[src/rtl/rtc_trim_pkg.sv]
`timescale 1ns/1ps
package rtc_trim_pkg;
  typedef enum logic [1:0] {
    CAL_OFF  = 2'b00,
    CAL_FAST = 2'b01,
    CAL_HALF = 2'b10,
    CAL_SEC  = 2'b11
  } cal_sel_e;

  localparam logic [1:0] STEP_HOLD  = 2'd0;
  localparam logic [1:0] STEP_NORM  = 2'd1;
  localparam logic [1:0] STEP_BOOST = 2'd3;
endpackage

[src/rtl/rtc_div_stage1.sv]
`timescale 1ns/1ps
module rtc_div_stage1 #(
  parameter int unsigned W = 8
) (
  input  logic         clk_i,
  input  logic         rst_ni,
  output logic [W-1:0] cnt_o,
  output logic         tc_o
);
  logic [W-1:0] cnt_q, cnt_d;

  always_comb begin
    cnt_d = cnt_q + 1'b1;
  end

  always_ff @(posedge clk_i or negedge rst_ni) begin
    if (!rst_ni) cnt_q <= '0;
    else         cnt_q <= cnt_d;
  end

  assign cnt_o = cnt_q;
  assign tc_o  = &cnt_q;
endmodule

[src/rtl/rtc_trim_sched.sv]
`timescale 1ns/1ps
module rtc_trim_sched #(
  parameter int unsigned TRIM_W   = 6,
  parameter int unsigned SLOT_LEN = 1843200
) (
  input  logic              clk_i,
  input  logic              rst_ni,
  input  logic [TRIM_W-1:0] trim_mag_i,
  input  logic              trim_up_i,
  input  logic              cal_mode_i,
  input  logic              step_i,
  output logic              fire_o,
  output logic              up_o
);
  localparam int unsigned SLOT_W = (SLOT_LEN > 1) ? $clog2(SLOT_LEN) : 1;
  localparam logic [SLOT_W-1:0] SLOT_LAST = SLOT_W'(SLOT_LEN - 1);

  logic [SLOT_W-1:0] slot_cnt_q, slot_cnt_d;
  logic [TRIM_W-1:0] slot_idx_q, slot_idx_d;
  logic [TRIM_W-1:0] mag_q, mag_d;
  logic              up_q, up_d;
  logic              pend_q, pend_d;
  logic [TRIM_W-1:0] slot_rev;
  logic              slot_start, win_start, slot_end, slot_hit;

  for (genvar b = 0; b < TRIM_W; b++) begin : g_rev
    assign slot_rev[b] = slot_idx_q[TRIM_W-1-b];
  end

  always_comb begin
    slot_start = (slot_cnt_q == '0);
    win_start  = slot_start && (slot_idx_q == '0);
    slot_end   = (slot_cnt_q == SLOT_LAST);

    slot_cnt_d = slot_end ? '0 : slot_cnt_q + 1'b1;
    slot_idx_d = slot_end ? slot_idx_q + 1'b1 : slot_idx_q;

    mag_d = win_start ? trim_mag_i : mag_q;
    up_d  = win_start ? trim_up_i  : up_q;

    slot_hit = (slot_rev < mag_d);

    if (slot_start)  pend_d = slot_hit;
    else if (step_i) pend_d = 1'b0;
    else             pend_d = pend_q;
  end

  always_ff @(posedge clk_i or negedge rst_ni) begin
    if (!rst_ni) begin
      slot_cnt_q <= '0;
      slot_idx_q <= '0;
      mag_q      <= '0;
      up_q       <= 1'b0;
      pend_q     <= 1'b0;
    end else begin
      slot_cnt_q <= slot_cnt_d;
      slot_idx_q <= slot_idx_d;
      mag_q      <= mag_d;
      up_q       <= up_d;
      pend_q     <= pend_d;
    end
  end

  assign fire_o = pend_q & step_i & cal_mode_i;
  assign up_o   = up_q;
endmodule

[src/rtl/rtc_div_stage2.sv]
`timescale 1ns/1ps
module rtc_div_stage2
  import rtc_trim_pkg::*;
#(
  parameter int unsigned W = 7
) (
  input  logic         clk_i,
  input  logic         rst_ni,
  input  logic         step_i,
  input  logic         fire_i,
  input  logic         up_i,
  output logic [W-1:0] cnt_o,
  output logic         wrap_o
);
  logic [W-1:0] cnt_q, cnt_d;
  logic         wrap_q, wrap_d;
  logic [1:0]   inc;
  logic [W:0]   sum;

  always_comb begin
    if (fire_i) inc = up_i ? STEP_BOOST : STEP_HOLD;
    else        inc = STEP_NORM;
    sum    = {1'b0, cnt_q} + (W+1)'(inc);
    cnt_d  = step_i ? sum[W-1:0] : cnt_q;
    wrap_d = step_i & sum[W];
  end

  always_ff @(posedge clk_i or negedge rst_ni) begin
    if (!rst_ni) begin
      cnt_q  <= '0;
      wrap_q <= 1'b0;
    end else begin
      cnt_q  <= cnt_d;
      wrap_q <= wrap_d;
    end
  end

  assign cnt_o  = cnt_q;
  assign wrap_o = wrap_q;
endmodule

[src/rtl/rtc_cal_mux.sv]
`timescale 1ns/1ps
module rtc_cal_mux
  import rtc_trim_pkg::*;
#(
  parameter int unsigned S1_W = 8
) (
  input  logic            clk_i,
  input  logic            rst_ni,
  input  logic [1:0]      sel_i,
  input  logic [S1_W-1:0] s1_cnt_i,
  input  logic            s2_msb_i,
  output logic            cal_o
);
  localparam int unsigned FAST_BIT = S1_W - 3;
  localparam int unsigned HALF_BIT = S1_W - 2;

  logic cal_q, cal_d;

  always_comb begin
    unique case (cal_sel_e'(sel_i))
      CAL_FAST: cal_d = s1_cnt_i[FAST_BIT];
      CAL_HALF: cal_d = s1_cnt_i[HALF_BIT];
      CAL_SEC:  cal_d = s2_msb_i;
      default:  cal_d = 1'b0;
    endcase
  end

  always_ff @(posedge clk_i or negedge rst_ni) begin
    if (!rst_ni) cal_q <= 1'b0;
    else         cal_q <= cal_d;
  end

  assign cal_o = cal_q;
endmodule

[src/rtl/rtc_trim_prescaler.sv]
`timescale 1ns/1ps
module rtc_trim_prescaler #(
  parameter int unsigned S1_W       = 8,
  parameter int unsigned S2_W       = 7,
  parameter int unsigned TRIM_W     = 6,
  parameter int unsigned WIN_CYCLES = 117964800
) (
  input  logic              clk_i,
  input  logic              rst_ni,
  input  logic [TRIM_W-1:0] trim_mag_i,
  input  logic              trim_up_i,
  input  logic [1:0]        cal_sel_i,
  input  logic              cal_mode_i,
  output logic              tick_1hz_o,
  output logic              cal_clk_o,
  output logic [S2_W-1:0]   sec_div_o
);
  localparam int unsigned SLOTS    = 2 ** TRIM_W;
  localparam int unsigned SLOT_LEN = WIN_CYCLES / SLOTS;

  logic [S1_W-1:0] s1_cnt;
  logic            s1_tc;
  logic            fire, up;

  rtc_div_stage1 #(.W(S1_W)) i_stage1 (
    .clk_i  (clk_i),
    .rst_ni (rst_ni),
    .cnt_o  (s1_cnt),
    .tc_o   (s1_tc)
  );

  rtc_trim_sched #(.TRIM_W(TRIM_W), .SLOT_LEN(SLOT_LEN)) i_sched (
    .clk_i      (clk_i),
    .rst_ni     (rst_ni),
    .trim_mag_i (trim_mag_i),
    .trim_up_i  (trim_up_i),
    .cal_mode_i (cal_mode_i),
    .step_i     (s1_tc),
    .fire_o     (fire),
    .up_o       (up)
  );

  rtc_div_stage2 #(.W(S2_W)) i_stage2 (
    .clk_i  (clk_i),
    .rst_ni (rst_ni),
    .step_i (s1_tc),
    .fire_i (fire),
    .up_i   (up),
    .cnt_o  (sec_div_o),
    .wrap_o (tick_1hz_o)
  );

  rtc_cal_mux #(.S1_W(S1_W)) i_cal (
    .clk_i    (clk_i),
    .rst_ni   (rst_ni),
    .sel_i    (cal_sel_i),
    .s1_cnt_i (s1_cnt),
    .s2_msb_i (sec_div_o[S2_W-1]),
    .cal_o    (cal_clk_o)
  );
endmodule

[config.mk]
export PLATFORM = sky130hd
export DESIGN_NAME = rtc_trim_prescaler
export DESIGN_NICKNAME = d
export VERILOG_FILES = /design/src/rtl/rtc_trim_pkg.sv /design/src/rtl/rtc_div_stage1.sv /design/src/rtl/rtc_trim_sched.sv /design/src/rtl/rtc_div_stage2.sv /design/src/rtl/rtc_cal_mux.sv /design/src/rtl/rtc_trim_prescaler.sv
export SDC_FILE = /design/constraint.sdc
export NUM_CORES = 1
export LEC_CHECK = 0
export BUFFER_PORTS_ARGS = -buffer_cell sky130_fd_sc_hd__buf_2
export CAP_MARGIN = 10
export CORE_UTILIZATION = 63
export DETAILED_ROUTE_END_ITERATION = 7
export GPL_TIMING_DRIVEN = 0
export PLACE_DENSITY = 0.83
export SLEW_MARGIN = 20
export SYNTH_ARGS = -nofsm -noshare
export SYNTH_HDL_FRONTEND = slang
export SYNTH_SLANG_ARGS = --single-unit
[constraint.sdc]
create_clock -name clk_i -period 6.45 [get_ports clk_i]
set_input_delay 1.29 -clock clk_i [delete_from_list [all_inputs] [get_ports clk_i]]
set_output_delay 1.29 -clock clk_i [all_outputs]
set_load 0.005 [all_outputs]
Word level (Yosys, flattened, before mapping)
Index checks and enable logic that the tools add are counted.

storage, ports and cells
  register bits after elaboration = 52
  latch bits = 0
  RAM bits = 0
  ROM bits = 0
  memories kept = 0

cells by class
  add/subtract/negate cells = 4
  $mul = 0
  div/mod/pow operators = 0
  $lt $le $gt $ge = 1
  eq/ne operators = 4
  shift operators = 0
  mux-type cells = 7
  bitwise logic cells = 3
  reduce and logical (&&, ||, !) cells = 5

operators by type and width
  kind                                                  number
  adder 21 x 1 -> 21 bit (second input constant)        1
  equality test 21 bit (second input constant)          1
  zero test 21 bit                                      1
  2-to-1 mux 21 bit                                     1
  adder 7 x 2 -> 8 bit                                  1
  adder 8 x 1 -> 8 bit (second input constant)          1
  AND reduction 8 bit                                   1
  adder 6 x 1 -> 6 bit (second input constant)          1
  zero test 6 bit                                       1
  < comparator 6 bit                                    1
  2-to-1 mux 6 bit                                      1
  equality test 2 bit (second input constant)           2
  2-to-1 mux 2 bit                                      2
  AND 1 bit                                             3
  one-hot mux 1 bit (3 select lines)                    1
  equality test 2 x 1 -> 1 bit (second input constant)  1
  2-to-1 mux 1 bit                                      2
  nonzero test 2 bit                                    1
  logical AND 1 bit                                     1

Depth between registers and ports, before layout
Gate-level depths: netlist (run 1).

  depth in word-level cells = 6
  mapped depth = 12
  gate-level depth less buffers = 12

By module
Synthesis (run 1) repeated with hierarchy kept, for this count alone.

second synthesis, totals
  cell total of the unflattened synthesis = 222
  area, all modules = 2595.0 um2

by module, submodules not included
  module          times used  cells each  area each (um2)  sequential area each (um2)
  rtc_trim_sched  1           161         1819.2           875.8
  rtc_div_stage2  1           33          397.9            200.2
  rtc_div_stage1  1           24          329.1            200.2
  rtc_cal_mux     1           4           48.8             25.0

Least setup slack after synthesis (run 1)
OpenSTA, ideal clock, no wires.

  path kind = register to register
  start point = register i_sched.slot_cnt_q[0]
  end point = register i_sched.pend_q
  arrival time = 2.556 ns
  required time = 6.330 ns
  path slack = 3.774 ns
  stages on the path, launching flop included = 13
  clock period less this slack = 2.676 ns
  cell sequence = dfrtp_1 -> inv_1 -> ha_1 -> nor4b_2 -> nand4_1 -> nor3_4 -> mux2_2 -> inv_1 -> ha_1 -> nor2_1 -> o311a_1 -> a311o_1 -> a31o_1

between the ends
  cells in the longest elaborated chain, start to end = 5
  elaborated cells between the ends (all ways) = 6
  classes of those cells = 1 x order compare; 2 x mux; 3 x reduce/logical

RTL lines
  what                      RTL line              RTL
  start: declaration        rtc_trim_sched.sv:18  logic [SLOT_W-1:0] slot_cnt_q, slot_cnt_d;
  start signal: assignment  rtc_trim_sched.sv:56  slot_cnt_q <= slot_cnt_d;
  zero test 21 bit          rtc_trim_sched.sv:31  slot_start = (slot_cnt_q == '0);
  logical AND 1 bit         rtc_trim_sched.sv:32  win_start = slot_start && (slot_idx_q == '0);
  2-to-1 mux 6 bit          rtc_trim_sched.sv:38  mag_d = win_start ? trim_mag_i : mag_q;
  via i_sched.mag_d[1]      rtc_trim_sched.sv:20  logic [TRIM_W-1:0] mag_q, mag_d;
  < comparator 6 bit        rtc_trim_sched.sv:41  slot_hit = (slot_rev < mag_d);
  2-to-1 mux 1 bit          rtc_trim_sched.sv:43  if (slot_start) pend_d = slot_hit;
  end signal: assignment    rtc_trim_sched.sv:60  pend_q <= pend_d;
  end: declaration          rtc_trim_sched.sv:22  logic pend_q, pend_d;

The timed path passes the listed nets, and every way through them passes these cells.
A chain may end at the register's enable or synchronous reset.

Final worst setup path (run 1)
Same ends and word-level chain as after synthesis.

==> results.toml, run 1 <==
[global_route]
grt_pass1_vias = 1605
grt_use_met2_pct = 36.08
grt.total_usage_pct = 22.31
grt_pass1_wl_mm = 7.217
grt_start_max_net_pins = 28
busiest_layer = "met2"
antenna_found_initial = 0
grt_overflow = 0
use_met1_pct = 29.62
use_met3_pct = 4.688

[setup_path]
cp.arrival_ns = 3.20
critPathCaptureType = "flop"
crit_slowest_cell = "nor3_4"
crit_buf_inv = 2
cp_max_fo = 8
cp-start-kind = "flop"
cp_cell_sequence = "inv_1 > ha_1 > nor4b_2 > nand4_1 > nor3_4 > mux2_2 > inv_1 > ha_1 > nor2_1 > o311a_1 > a311o_1 > a31o_1"
r2r-end = "i_sched.pend_q"
cp_top_family = "simple AND/OR/NAND/NOR gates"
r2r_cells = 12
cp.required_ns = 6.64
r2r_slack_ns = 3.45
critPathKind = "flop to flop"
critPathMaxStageDelay_ns = 0.48
worstReg2RegStart = "i_sched.slot_cnt_q[0]"
crit_end = "i_sched.pend_q"
critical_path_depth = 12
timing.critical_path.from = "i_sched.slot_cnt_q[0]"

[die]
initial_utilization_pct = 67.45
die_height_um = 65.31
design.die.area_mm2 = 0.004265
ios = 21
coreArea_mm2 = 0.003744
die_w_um = 65.31
core.rowCount = 22

[sta]
slew_viol_final = 0
hold_ws_ns = 0.4737
max_clock_freq_mhz = 332.8
rsz0062_at_grt = "no"
finalCriticalPeriod_ns = 3.005
fin_skew_ns = 0.003468
finalSetupViolations = 0
fin_crit_sh_pct = 46.59
hold_violations = 0
worst_pin_slew_ns = 0.9616
slew_headroom_pct = 35.30
fin_setup_tns_ns = 0

[synth]
synth_commonest_cells = "52 x dfrtp_1, 26 x xnor2_1, 18 x nand2_1"
yosys_warnings = 0
synth-seq-cells = 52
syn-num-nets = 248
netlist_area_mm2 = 0.002525
synth_ff_type = "dfrtp_1"
synth_top_area_cell = "dfrtp_1"
avgSynthCellArea_um2 = 11.32
ys_types = 35
synth_area_leaders = "dfrtp_1 52%, xnor2_1 9.0%, ha_1 5.9%, nand4_1 3.2%, xor2_1 2.8%"
ys_seq_area_share_pct = 51.54
synthCells = 223
synth_edf_count = 0
synth.most_common_cell = "dfrtp_1"
ys_async_sr_fraction_pct = 100.0
yosysTopAreaCellShare_pct = 51.54

[route]
wl_per_cell_um = 13.84
drtPass1Iterations = 4
drt_iter0_drc = 58
drt_wl_total_mm = 4.125
postRouteAntennaNets = 0
vias = 1671
drc = 0
vias_per_cell = 5.607

[pwr]
power.leakage_nw = 1.337
totalPowerFinal_mw = 0.5550
p_per_area_mw_per_mm2 = 197.9
vdd_drop_max_uv = 141.1

[clock_network]
insertion_delay_ns = 0.30
cts.sinks = 52
clk_pin_slew_ns = 0.09
cts.htree.levels = 2
clk_path_buf_depth = 2
numCtsBuffers = 5
cts_tree = "built"
clock-root-buffer = "clkbuf_8"
cts-resized-gates = 0
cts_setup_buffers = 0
ctsHoldBuffers = 0

[job]
drv_cap = 0

[outcome]
status = "complete, no violations"

[worst_hold_path]
hp-class = "flop to flop"
hold_depth = 1

[layout]
fin_util_pct = 74.90
nets = 276
area_growth_pct = 11.05
insertedDiodeCount = 0
drive_above_1_share_pct = 17.20

[place]
gp_congestion = 0.7762
port_buffers = 20
place_hpwl_mm = 3.046
==> layout make-up <==
class / count / area [µm²]
Inverter: 12 / 45.04
Fill cell: 276 / 939.7
Multi-Input combinational cell: 155 / 1154
Tap cell: 48 / 60.06
Clock buffer: 5 / 68.82
Buffer: 4 / 25.02
Timing Repair Buffer: 21 / 120.1
Sequential cell: 52 / 1301
Clock inverter: 1 / 30.03
==> per-layer routing <==
layer / share of wire (%) / routed length [µm]
met1: 47 / 1923
met2: 49 / 2017
met3: 3.2 / 130
met4: 1.3 / 53
met5: 0 / 0
==> state kept, by name, summed over array words and instances, names as in the netlist <==
register and cells:
i_sched.slot_idx_q 6, i_stage2.wrap_o 1, i_stage2.cnt_o 7, i_stage1.cnt_o 8, i_sched.pend_q 1, i_sched.mag_q 6, i_sched.slot_cnt_q 21, i_sched.up_o 1
i_cal.cal_o 1
==> per-stage QoR <==
| step | worst slack, ns | area [µm²] | instances |
|---|---|---|---|
| floorplan | 3.774 | 2525 | 223 |
| global placement | 3.511 | 2685 | 291 |
| detailed placement | 3.460 | 2705 | 292 |
| CTS | 3.422 | 2804 | 298 |
| global route | 3.236 | 2804 | 298 |
| finish | 3.445 | 2804 | 298 |
==> logic make-up after synthesis <==
family,count (synthesis),synth area share [%]
fa+ha+maj,13,6.739
simple gates,87,19.77
mux,11,4.658
xor+xnor,34,11.79
flops,52,51.54
compound gates,10,2.725
buf+inv,16,2.775
==> cells in the final DEF (no fill, tap or decap), types with 2 or more instances in the layout <==
| master | count |
|---|---|
| mux2_2 | 6 |
| nor2_1 | 16 |
| a21o_1 | 2 |
| and3_1 | 3 |
| nand4_1 | 13 |
| buf_4 | 2 |
| dfrtp_1 | 52 |
| buf_2 | 22 |
| and2_1 | 2 |
| nor3_1 | 6 |
| xnor2_1 | 26 |
| ha_1 | 12 |
| and4_1 | 6 |
| a21oi_1 | 2 |
| inv_1 | 12 |
| or2_2 | 2 |
| xor2_1 | 8 |
| o21ai_0 | 3 |
| nand2_1 | 18 |
| mux2i_1 | 5 |
| clkbuf_8 | 5 |
| nor4_1 | 3 |
| nand3_1 | 9 |
==> power by group <==
group	switching (mW)	total [mW]	internal [mW]
clock network	0.0986	0.210	0.111
registers	0.000795	0.329	0.328
logic	0.00959	0.0159	0.00635
==> worst min path at each step <==
stage,start,to,slack (ns)
4_1_cts,i_stage1.cnt_o[7],i_stage1.cnt_o[7],0.48
6_report,i_stage1.cnt_o[7],i_stage1.cnt_o[7],0.47
3_5_place_dp,i_stage1.cnt_o[7],i_stage1.cnt_o[7],0.46
5_1_grt,i_stage1.cnt_o[0],i_stage1.cnt_o[0],0.50
3_3_place_gp,i_stage1.cnt_o[0],i_stage1.cnt_o[0],0.46
2_1_floorplan,i_stage1.cnt_o[0],i_stage1.cnt_o[0],0.44
No activity file was read; power rests on OpenSTA's default activity.
==> inputs of run 2 (changes only) <==
--- a/config.mk
+++ b/config.mk
@@ -7,10 +7,10 @@
 export LEC_CHECK = 0
 export BUFFER_PORTS_ARGS = -buffer_cell sky130_fd_sc_hd__buf_2
 export CAP_MARGIN = 10
-export CORE_UTILIZATION = 63
+export CORE_UTILIZATION = 53
 export DETAILED_ROUTE_END_ITERATION = 7
 export GPL_TIMING_DRIVEN = 0
-export PLACE_DENSITY = 0.83
+export PLACE_DENSITY = 0.75
 export SLEW_MARGIN = 20
 export SYNTH_ARGS = -nofsm -noshare
 export SYNTH_HDL_FRONTEND = slang
==> constraint.sdc (replaced) <==
create_clock -name clk_i -period 2.5 [get_ports clk_i]
set_input_delay 0.5 -clock clk_i [delete_from_list [all_inputs] [get_ports clk_i]]
set_output_delay 0.5 -clock clk_i [all_outputs]
set_load 0.005 [all_outputs]
==> results.toml, run 2 (synthesized netlist as in run 1, its figures left out) <==
[clock_network]
cts.htree.levels = 2
clk_pin_slew_ns = 0.08
cts.sinks = 52
numCtsBuffers = 5
ctsHoldBuffers = 0
insertion_delay_ns = 0.30
clock-root-buffer = "clkbuf_8"
cts_tree = "built"
clk_path_buf_depth = 2

[sta]
fin_crit_sh_pct = 112.9
finalCriticalPeriod_ns = 2.823
worst_pin_slew_ns = 0.8199
slew_viol_final = 0
fin_setup_tns_ns = -0.3232
finalSetupViolations = 1
setup_ws_ns = -0.3232
max_clock_freq_mhz = 354.2
rsz0062_at_grt = "yes"
slew_headroom_pct = 44.84
fin_skew_ns = 0.003312
hold_violations = 0
hold_ws_ns = 0.2252

[route]
drt_iter0_drc = 69
drt_wl_total_mm = 4.646
vias = 1732
postRouteAntennaNets = 0
drc = 4
drtPass1Iterations = 6
wl_per_cell_um = 14.52
vias_per_cell = 5.413

[layout]
final-instance-count-excl-fill = 320
regMostFlops = "i_sched.slot_cnt_q"
fin_util_pct = 68.15
final_cell_mix = "52 x dfrtp_1, 26 x xnor2_1, 21 x buf_2, 21 x buf_4, 18 x nand2_1"
area_growth_pct = 20.76
design_area_mm2 = 0.003049
drive_above_1_share_pct = 26.87
largest_reg_flops = 21
layout_commonest_cell = "dfrtp_1"
insertedDiodeCount = 0
nets = 294
nFillCells = 317

[global_route]
grt_overflow = 0
grt_pass1_wl_mm = 7.472
grt.total_usage_pct = 19.39
grt_start_max_net_pins = 53
grt_pass1_vias = 1654
antenna_found_initial = 0

[pwr]
power.leakage_nw = 1.434
power_frac_seq_pct = 59.1
clkPwrFrac_pct = 37.5
p_int_mw = 1.155
switchingPower_mw = 0.2856
totalPowerFinal_mw = 1.441
combPwrFrac_pct = 3.4
p_per_area_mw_per_mm2 = 472.5
vdd_drop_max_uv = 347.3
p_sw_share_pct = 19.83

[die]
coreArea_mm2 = 0.004474
initial_utilization_pct = 56.43
ios = 21
die_height_um = 71.02
design.die.area_mm2 = 0.005044
core.rowCount = 24
die_w_um = 71.02

[setup_path]
cp.required_ns = 2.69
critPathCaptureType = "flop"
cp-start-kind = "flop"
cp.arrival_ns = 3.01
cp_max_fo = 7
critPathKind = "flop to flop"

[place]
placed_area_mm2 = 0.002699
place_hpwl_mm = 2.703
placedCellCount = 295
place_ws_ns = -0.3871
gp_congestion = 0.7607
port_buffers = 20

[outcome]
violations = "DRC, setup timing"
status = "finished, violations left"

[job]
drv_cap = 0

[worst_hold_path]
hp-class = "input port to asynchronous set/reset pin"
run 2: changes by cell type in the layout (fill, tap and decap cells not counted), moves of 2 or more:
cell / before / now
mux2i_1: 5 / 1
mux2i_4: 0 / 4
buf_4: 2 / 21
ha_1: 12 / 10
run 2: layer usage:
layer / up-vias / track usage [%] / share of wire [%]
met5: - / 0 / 0
met4: 0 / 5.333 / 1.1
met3: 7 / 5.128 / 3.3
met2: 32 / 30.45 / 49
met1: 836 / 26.93 / 46
li1: 857 / - / -
run 2: timing repair:
item | CTS | global route
endpoints found under the hold margin | 0 | 0
pin swaps | 3 | 5
buffers inserted | 12 | 7
setup endpoints to repair | 8 | 7
gates resized for setup | 6 | 10
run 2: power groups by stage:
| stage | clock network (mW) | logic, mW | registers [mW] |
|---|---|---|---|
| 2_1_floorplan | 0 | 0.0117 | 0.866 |
| 3_3_place_gp | 0 | 0.0397 | 0.866 |
| 3_5_place_dp | 0 | 0.0406 | 0.866 |
| 4_1_cts | 0.557 | 0.0445 | 0.850 |
| 5_1_grt | 0.587 | 0.0568 | 0.852 |
| 6_report | 0.540 | 0.0495 | 0.851 |
run 2: worst paths after layout:
path | startpoint | endpoint | slack, ns | depth (start not counted)
max reg2reg | i_sched.slot_idx_q[2] | i_sched.pend_q | -0.32 | 10
min in group clk_i | cal_sel_i[1] | i_cal.cal_o | 0.41 | 2
max in group asynchronous | rst_ni | i_sched.slot_cnt_q[19] | 1.84 | 1
max | i_sched.slot_idx_q[2] | i_sched.pend_q | -0.32 | 10
min reg2reg | i_stage1.cnt_o[7] | i_stage1.cnt_o[7] | 0.48 | 1
min | rst_ni | i_stage1.cnt_o[2] | 0.23 | 1
run 2: area by class of cell:
| class | count | area [µm²] | share of cell area [%] |
|---|---|---|---|
| sequential | 52 | 1301 | 42.68 |
| multi-input combinational | 155 | 1256 | 41.20 |
| timing repair buffer | 39 | 257.7 | 8.453 |
| clock buffer | 5 | 68.82 | 2.257 |
| tap | 52 | 65.06 | 2.134 |
| inverter | 12 | 45.04 | 1.477 |
| clock inverter | 1 | 30.03 | 0.9848 |
| buffer | 4 | 25.02 | 0.8207 |
run 2: worst max-delay path, stage by stage (launching register included):
cell and delay [ns]:
dfrtp_1 0.45, nor4_1 0.44, nand2_1 0.19, nor3_4 0.25, buf_12 0.17, mux2i_4 0.23, ha_1 0.18, and4_1 0.23
o21ai_1 0.09, a311o_1 0.32, a31o_1 0.17
